`src/rtl/cfm_pkg.sv`:
```
package cfm_pkg;
  // color-mode field codes
  localparam logic [2:0] MODE_LUT   = 3'd0;
  localparam logic [2:0] MODE_GRAY  = 3'd1;
  localparam logic [2:0] MODE_RGB24 = 3'd2;
  localparam logic [2:0] MODE_565   = 3'd3;
  localparam logic [2:0] MODE_555   = 3'd4;

  // cursor pixel codes
  typedef enum logic [1:0] {
    CUR_CLEAR  = 2'b00,
    CUR_COLOR1 = 2'b01,
    CUR_COLOR2 = 2'b10,
    CUR_INVERT = 2'b11
  } cur_code_e;

  // packed 16-bit field widths
  localparam int unsigned PK_R_W   = 5;
  localparam int unsigned PK_G6_W  = 6;
  localparam int unsigned PK_G5_W  = 5;
  localparam int unsigned PK_B_W   = 5;
  localparam int unsigned PK_WORD  = 16;
endpackage

```
`src/rtl/cfm_widen.sv`:
```
// Widens an IN_W-bit channel to OUT_W bits by repeating its MSBs downward.
module cfm_widen #(
  parameter int unsigned IN_W  = 5,
  parameter int unsigned OUT_W = 8
) (
  input  logic [IN_W-1:0]  din,
  output logic [OUT_W-1:0] dout
);
  generate
    if (IN_W >= OUT_W) begin : g_trunc
      assign dout = din[IN_W-1 -: OUT_W];
    end else begin : g_rep
      for (genvar i = 0; i < OUT_W; i++) begin : g_bit
        localparam int unsigned SRC = IN_W - 1 - ((OUT_W - 1 - i) % IN_W);
        assign dout[i] = din[SRC];
      end
    end
  endgenerate
endmodule

```
`src/rtl/cfm_unpack.sv`:
```
// Unpacks a 16-bit word in 565 and 555 layouts into full-width RGB.
module cfm_unpack
  import cfm_pkg::*;
#(
  parameter int unsigned CH_W = 8,
  localparam int unsigned PIX_W = 3 * CH_W
) (
  input  logic [PK_WORD-1:0] word,
  output logic [PIX_W-1:0]   rgb565,
  output logic [PIX_W-1:0]   rgb555
);
  localparam int unsigned G6_LO = PK_B_W;
  localparam int unsigned R6_LO = PK_B_W + PK_G6_W;
  localparam int unsigned G5_LO = PK_B_W;
  localparam int unsigned R5_LO = PK_B_W + PK_G5_W;

  logic [CH_W-1:0] r6, g6, b6, r5, g5, b5;

  cfm_widen #(.IN_W(PK_R_W),  .OUT_W(CH_W)) u_r6 (.din(word[R6_LO +: PK_R_W]),  .dout(r6));
  cfm_widen #(.IN_W(PK_G6_W), .OUT_W(CH_W)) u_g6 (.din(word[G6_LO +: PK_G6_W]), .dout(g6));
  cfm_widen #(.IN_W(PK_B_W),  .OUT_W(CH_W)) u_b6 (.din(word[0 +: PK_B_W]),      .dout(b6));

  cfm_widen #(.IN_W(PK_R_W),  .OUT_W(CH_W)) u_r5 (.din(word[R5_LO +: PK_R_W]),  .dout(r5));
  cfm_widen #(.IN_W(PK_G5_W), .OUT_W(CH_W)) u_g5 (.din(word[G5_LO +: PK_G5_W]), .dout(g5));
  cfm_widen #(.IN_W(PK_B_W),  .OUT_W(CH_W)) u_b5 (.din(word[0 +: PK_B_W]),      .dout(b5));

  assign rgb565 = {r6, g6, b6};
  assign rgb555 = {r5, g5, b5};
endmodule

```
`src/rtl/cfm_src_sel.sv`:
```
// Chooses the primary pixel source from the color-mode field.
module cfm_src_sel
  import cfm_pkg::*;
#(
  parameter int unsigned CH_W = 8,
  localparam int unsigned PIX_W = 3 * CH_W
) (
  input  logic [2:0]       mode,
  input  logic [PIX_W-1:0] gray_rgb,
  input  logic [PIX_W-1:0] lut_rgb,
  input  logic [PIX_W-1:0] pipe_rgb,
  input  logic [PIX_W-1:0] rgb565,
  input  logic [PIX_W-1:0] rgb555,
  output logic [PIX_W-1:0] pix
);
  always_comb begin
    unique case (mode)
      MODE_LUT:  pix = lut_rgb;
      MODE_GRAY: pix = gray_rgb;
      MODE_565:  pix = rgb565;
      MODE_555:  pix = rgb555;
      default:   pix = pipe_rgb;
    endcase
  end
endmodule

```
`src/rtl/cfm_cursor.sv`:
```
// Applies the cursor action to the formatted pixel.
module cfm_cursor
  import cfm_pkg::*;
#(
  parameter int unsigned CH_W = 8,
  localparam int unsigned PIX_W = 3 * CH_W
) (
  input  logic             en_a,
  input  logic             en_b,
  input  logic             hit,
  input  logic [1:0]       code,
  input  logic [PIX_W-1:0] color1,
  input  logic [PIX_W-1:0] color2,
  input  logic [PIX_W-1:0] pix,
  output logic [PIX_W-1:0] result
);
  logic      active;
  cur_code_e op;

  assign active = (en_a | en_b) & hit;
  assign op     = cur_code_e'(code);

  always_comb begin
    result = pix;
    if (active) begin
      unique case (op)
        CUR_COLOR1: result = color1;
        CUR_COLOR2: result = color2;
        CUR_INVERT: result = ~pix;
        default:    result = pix;
      endcase
    end
  end
endmodule

```
`src/rtl/color_fmt_mux.sv`:
```
module color_fmt_mux
  import cfm_pkg::*;
#(
  parameter int unsigned CH_W = 8,
  localparam int unsigned PIX_W = 3 * CH_W
) (
  input  logic             clk,
  input  logic             rst,
  input  logic             in_valid,
  input  logic [2:0]       mode,
  input  logic [PIX_W-1:0] gray_rgb,
  input  logic [PIX_W-1:0] lut_rgb,
  input  logic [PIX_W-1:0] pipe_rgb,
  input  logic             cur_en_a,
  input  logic             cur_en_b,
  input  logic             cur_hit,
  input  logic [1:0]       cur_code,
  input  logic [PIX_W-1:0] cur_color1,
  input  logic [PIX_W-1:0] cur_color2,
  output logic             out_valid,
  output logic [PIX_W-1:0] out_rgb
);
  logic [PIX_W-1:0] rgb565, rgb555, src_pix, final_pix;

  cfm_unpack #(.CH_W(CH_W)) u_unpack (
    .word   (pipe_rgb[PK_WORD-1:0]),
    .rgb565 (rgb565),
    .rgb555 (rgb555)
  );

  cfm_src_sel #(.CH_W(CH_W)) u_sel (
    .mode     (mode),
    .gray_rgb (gray_rgb),
    .lut_rgb  (lut_rgb),
    .pipe_rgb (pipe_rgb),
    .rgb565   (rgb565),
    .rgb555   (rgb555),
    .pix      (src_pix)
  );

  cfm_cursor #(.CH_W(CH_W)) u_cur (
    .en_a   (cur_en_a),
    .en_b   (cur_en_b),
    .hit    (cur_hit),
    .code   (cur_code),
    .color1 (cur_color1),
    .color2 (cur_color2),
    .pix    (src_pix),
    .result (final_pix)
  );

  always_ff @(posedge clk) begin
    if (rst) begin
      out_valid <= 1'b0;
      out_rgb   <= '0;
    end else begin
      out_valid <= in_valid;
      if (in_valid) out_rgb <= final_pix;
    end
  end
endmodule

```
`config.mk`:
```
export PLATFORM = sky130hd
export DESIGN_NAME = color_fmt_mux
export DESIGN_NICKNAME = d
export VERILOG_FILES = /design/src/rtl/cfm_pkg.sv /design/src/rtl/cfm_widen.sv /design/src/rtl/cfm_unpack.sv /design/src/rtl/cfm_src_sel.sv /design/src/rtl/cfm_cursor.sv /design/src/rtl/color_fmt_mux.sv
export SDC_FILE = /design/constraint.sdc
export NUM_CORES = 1
export LEC_CHECK = 0
export ABC_AREA = 1
export BUFFER_PORTS_ARGS = -buffer_cell sky130_fd_sc_hd__buf_2
export CELL_PAD_IN_SITES_DETAIL_PLACEMENT = 1
export CELL_PAD_IN_SITES_GLOBAL_PLACEMENT = 2
export CORE_ASPECT_RATIO = 0.8
export CORE_MARGIN = 10
export CORE_UTILIZATION = 21
export DETAILED_ROUTE_END_ITERATION = 10
export GPL_TIMING_DRIVEN = 0
export PLACE_DENSITY = 0.92
export SLEW_MARGIN = 20
export SYNTH_ARGS = -nofsm -noshare
export SYNTH_HDL_FRONTEND = slang
export SYNTH_SLANG_ARGS = --single-unit
```
`constraint.sdc`:
```
create_clock -name clk -period 1.6 [get_ports clk]
set_input_delay 0.16 -clock clk [delete_from_list [all_inputs] [get_ports clk]]
set_output_delay 0.16 -clock clk [all_outputs]
set_load 0.02 [all_outputs]
```
======== Yosys cells after proc, flatten, opt, wreduce, memory -nomap -nowiden ========
Cells that the tools add are included.
storage, ports and cells
  flip-flop bits (word level) ............. 25
  bits of input ports ..................... 131
  output and inout port bits .............. 25
  logic and storage cells ................. 15
cells by class
  eq/ne operators ......................... 6
  multiplexer cells ....................... 3
  bitwise operators ....................... 3
  reduce and logical (&&, ||, !) cells .... 1
operator list
  kind                  count
  $pmux W24 S4          1
  $pmux W24 S3          1
  $mux W24              1
  $not A24 Y24          1
  $eq A2 B2 Y1 const B  2
  $eq A3 B1 Y1 const B  1
  $eq A3 B2 Y1 const B  1
  $eq A3 B3 Y1 const B  1
  $logic_not A3 Y1      1
  $eq A2 B1 Y1 const B  1
  $and A1 B1 Y1         1
  $or A1 B1 Y1          1

======== Longest topological paths before layout ========
  word-level depth ........................ 5
  gate-level depth with buffers ........... 12
  mapped depth without buffers ............ 9

======== Cells and area by module ========
From an unflattened synthesis, not the netlist that was laid out.
unflattened totals
  cell total of the unflattened synthesis .. 668
  area total of the unflattened synthesis .. 3532.1 um2
by module, submodules not included
  module         times used  cells an instance  area an instance (um2)
  cfm_src_sel    1           247                1177.4
  color_fmt_mux  1           155                1002.2
  cfm_cursor     1           218                992.2
  cfm_widen      6           8                  60.1

======== Worst setup path before layout ========
OpenSTA, ideal clock, no wires.
  kind .................................... input-to-reg
  start point ............................. input mode[0]
  end point ............................... register out_rgb[4]
  library setup time ...................... 0.136 ns
  arrival ................................. 1.100 ns
  data required time ...................... 1.464 ns
  setup slack ............................. 0.364 ns
  stages on the path ...................... 12
  cell sequence ........................... buf_4 > nor2_8 > buf_8 > buf_8 > nand3_1 > nand2_1 > nor2_1 > nand3_1 > nand2_1 > clkinv_1 > nand2_1 > a21oi_2
between the ends
  longest elaborated chain between the ends .. 5
RTL lines
  what                                  line                 RTL
  start, declared                       color_fmt_mux.sv:10  input logic [2:0] mode,
  $eq A3 B3 Y1 (tied with other cells)  cfm_src_sel.sv:17    unique case (mode)
  $pmux W24 S4 (*)                      cfm_src_sel.sv:17
  $not A24 Y24                          cfm_cursor.sv:29     CUR_INVERT: result = ~pix;
  $pmux W24 S3                          cfm_cursor.sv:26     unique case (op)
  $mux W24 (*)                          cfm_cursor.sv:25     if (active) begin
  end signal, assigned                  color_fmt_mux.sv:58  if (in_valid) out_rgb <= final_pix;
  end, declared                         color_fmt_mux.sv:21  output logic [PIX_W-1:0] out_rgb
Every way passes the cells marked *; elsewhere a longest branch is shown, timed or not.
A chain may end at the register's enable or synchronous reset.

======== Worst setup path in the final report ========
  start point ............................. input cur_code[0]
  end point ............................... register out_rgb[21]
between the ends
  longest elaborated chain between the ends .. 3
RTL lines
  what                                                 line                 RTL
  start, declared                                      color_fmt_mux.sv:17  input logic [1:0] cur_code,
  $eq A2 B2 Y1 / $eq A2 B1 Y1 (equally long branches)  cfm_cursor.sv:26
  $pmux W24 S3 (*)                                     cfm_cursor.sv:26
  $mux W24 (*)                                         cfm_cursor.sv:25
Marks and branches as above.

==> results_dict.tcl <==
set metrics [dict create \
    cp_cell_sequence "buf_2 > inv_1 > nand2_1 > clkbuf_1 > o21ai_0 > nor2_1 > nand2_1 > nand2_1 > a21oi_1" \
    power.density_mw_per_mm2 561 \
    yosysTopAreaCell "nand2_1" \
    cp_max_fo 10 \
    grt_pass1_wl_mm 22.6 \
    power.share.combinational_pct 44.6 \
    layout_common_cells "167 x buf_2, 164 x nand2_1, 108 x nand3_1, 48 x nor2_1, 41 x inv_1" \
    dp_hpwl_mm 12.3 \
    critPathMostFrequentCell "nand2_1" \
    multi_input_area_sq_mm 0.00195 \
    drt-total-wl_mm 14.3 \
    clkLatencyLatePin_ns 0.26 \
    ys_seq_elements 25 \
    met2_usage_pct 20.7 \
    endpoint "out_rgb[21]" \
    rr_worst_depth 2 \
    clock_skew_ns 0 \
    synth.distinct_cells 25 \
    hold_path_class "in -> reg" \
    timing.final.crit_share_pct 90.6 \
    design_area_sq_mm 0.00401 \
    hold_viol 0 \
    route.vias.total 3982 \
    pwr-share-seq_pct 30.9 \
    chipWidth_um 152 \
    postSynthCellCount 541 \
    gp_congestion 0.814 \
    io_buffers 149 \
    cts_tree "built" \
    grt_use_total_pct 14.1 \
    placed_cell_area_sq_mm 0.00392 \
    top_usage_layer "met2" \
    ys_warn_count 0 \
    slew_headroom_pct 60.8 \
    timing.rr.start "out_rgb[5]" \
    drt_iter0_markers 231 \
    area_growth_pct 35.9 \
    cts_root_buf "clkbuf_16" \
    setup.worst_path.class "in -> reg" \
    grt_max_degree 15 \
    cts.sinks 25 \
    post-route-min-period_ns 1.45 \
    worstPathRequired_ns 1.73 \
    syn_avg_cell_area_sq_um 5.45 \
    use_met1_pct 20.7 \
    syn-num-nets 672 \
    routedWlPerCell_um 16.3 \
    critPathMaxStageDelay_ns 0.37 \
    dieArea_sq_mm 0.0192 \
    p_int_mw 1.38 \
    avgViaCountPerCell 4.55 \
    rsz0062_at_grt "false" \
    setup_viol 0 \
    ir_worst_vdd_v 0.000350 \
    reg2reg_to "out_rgb[5]" \
    postCtsSetupRepairBufs 0 \
    arrival_ns 1.58 \
    io_pins 156 \
    first_global_vias 4174 \
    antenna_found_initial 2 \
    numCtsBuffers 3 \
    htree_levels 1 \
    nets 826 \
    drive_above_1_share_pct 30.7 \
    r2r_slack_ns 0.97 \
    use_met3_pct 3.20 \
    final_common_cell "buf_2" \
    drt-pass1-iter-count 4 \
    startpoint_type "input pin" \
    drv_cap 0 \
    syn-cell-area_sq_mm 0.00295 \
    worst_slew_pin_slew_ns 0.588 \
    critPathSlowestCell "clkbuf_1" \
    seq_area_sq_um 500 \
    fmax_mhz 690 \
    start_util_pct 21.6 \
    critPathLaunch "cur_code[0]" \
    clock_power_share_pct 24.5 \
    p_sw_share_pct 38.4 \
    nFillCells 1848 \
    ys_seq_area_share_pct 17.0 \
    ant_nets 0 \
    status "finished clean" \
    cp-end-kind "flip-flop" \
    leakage_nw 2.24 \
    die_height_um 126 \
    clockBufferDepth 2 \
    p_switching_mw 0.863 \
    drcViolationCount 0 \
    drv_slew 0 \
    synth_top_area_share_pct 20.9 \
    rows 38 \
    cts.clk_slew.worst_paths_ns 0.06 \
    grt-ovfl-total 0 \
    core_area_sq_mm 0.0136 \
    fin_setup_tns_ns 0 \
    synth_area_leaders "nand2_1 21%, nand3_1 18%, dfxtp_1 17%, nand4_1 8.3%, nor2_1 6.1%" \
]
## cells by family (layout without fill, tap and decap cells)
family	after synthesis	after routing	synth area share (%)
other cells	0	2	0
compound gates	50	50	10.0
simple gates	366	366	56.1
flops	25	25	17.0
buf+inv	100	253	16.9
## how the worst min path moves through the flow
stage | startpoint | end | depth (start not counted)
after floorplan | rst | out_rgb[10] | 2
after global placement | out_rgb[17] | out_rgb[17] | 2
after detailed placement | out_rgb[17] | out_rgb[17] | 2
after CTS | rst | out_rgb[13] | 2
after global routing | rst | out_rgb[14] | 2
final | rst | out_rgb[14] | 2
## cell usage after synthesis, drive strengths merged
master and count:
dfxtp 25, nand4 40, a21oi 25, buf 33, nand3 111, clkinv 4
inv 50, nor2 50, o21ai 24, o211ai 1, clkbuf 13, nand2 165
## per-layer routing
metal / vias up / share of wire (%)
met5: - / 0
met4: 0 / 0.55
met3: 7 / 6.3
met2: 114 / 39
met1: 1781 / 54
li1: 2080 / -
## power groups by stage
stage | combinational, mW | sequential, mW | clock, mW
floorplan | 0.534 | 0.770 | 0
global placement | 0.994 | 0.705 | 0
detailed placement | 1.00 | 0.710 | 0
CTS | 1.01 | 0.696 | 0.554
global route | 1.13 | 0.702 | 0.585
finish | 1.00 | 0.695 | 0.550
## worst max-delay path, delay by kind of cell
| family | cells | cell delay (ns) |
|---|---|---|
| buffers and inverters | 3 | 0.64 |
| and+or+nand+nor | 4 | 0.49 |
| AOI/OAI and AO/OA | 2 | 0.28 |
## registers in the layout (all words and copies together) (netlist names)
signal and cells:
out_rgb 24, out_valid 1
## what timing repair did
item                                    in CTS  in global routing
hold buffers                                 0                  0
gates resized for setup                      0                  5
endpoints found under the setup margin       0                 13
## layout make-up
class / instances / area share [%]
repair buffers: 149 / 18.6
well taps: 180 / 5.62
flip-flops and latches: 25 / 12.5
plain buffers: 46 / 7.40
diodes: 2 / 0.125
inverters: 54 / 5.12
clock inverters: 1 / 0.125
multi-input cells: 416 / 48.7
clock buffers: 3 / 1.87
## per-stage QoR
stage,setup WS [ns],total power [mW],cells,util [%],hold WS (ns)
floorplan,0.364,1.30,541,-,0.435
global placement,-0.194,1.70,870,28.7,0.451
detailed placement,-0.197,1.71,870,28.7,0.454
CTS,0.0659,2.26,874,29.3,0.229
global route,0.00640,2.42,874,29.3,0.258
finish,0.151,2.25,876,29.4,0.229
Note: power is estimated with default switching activity, not from simulation.
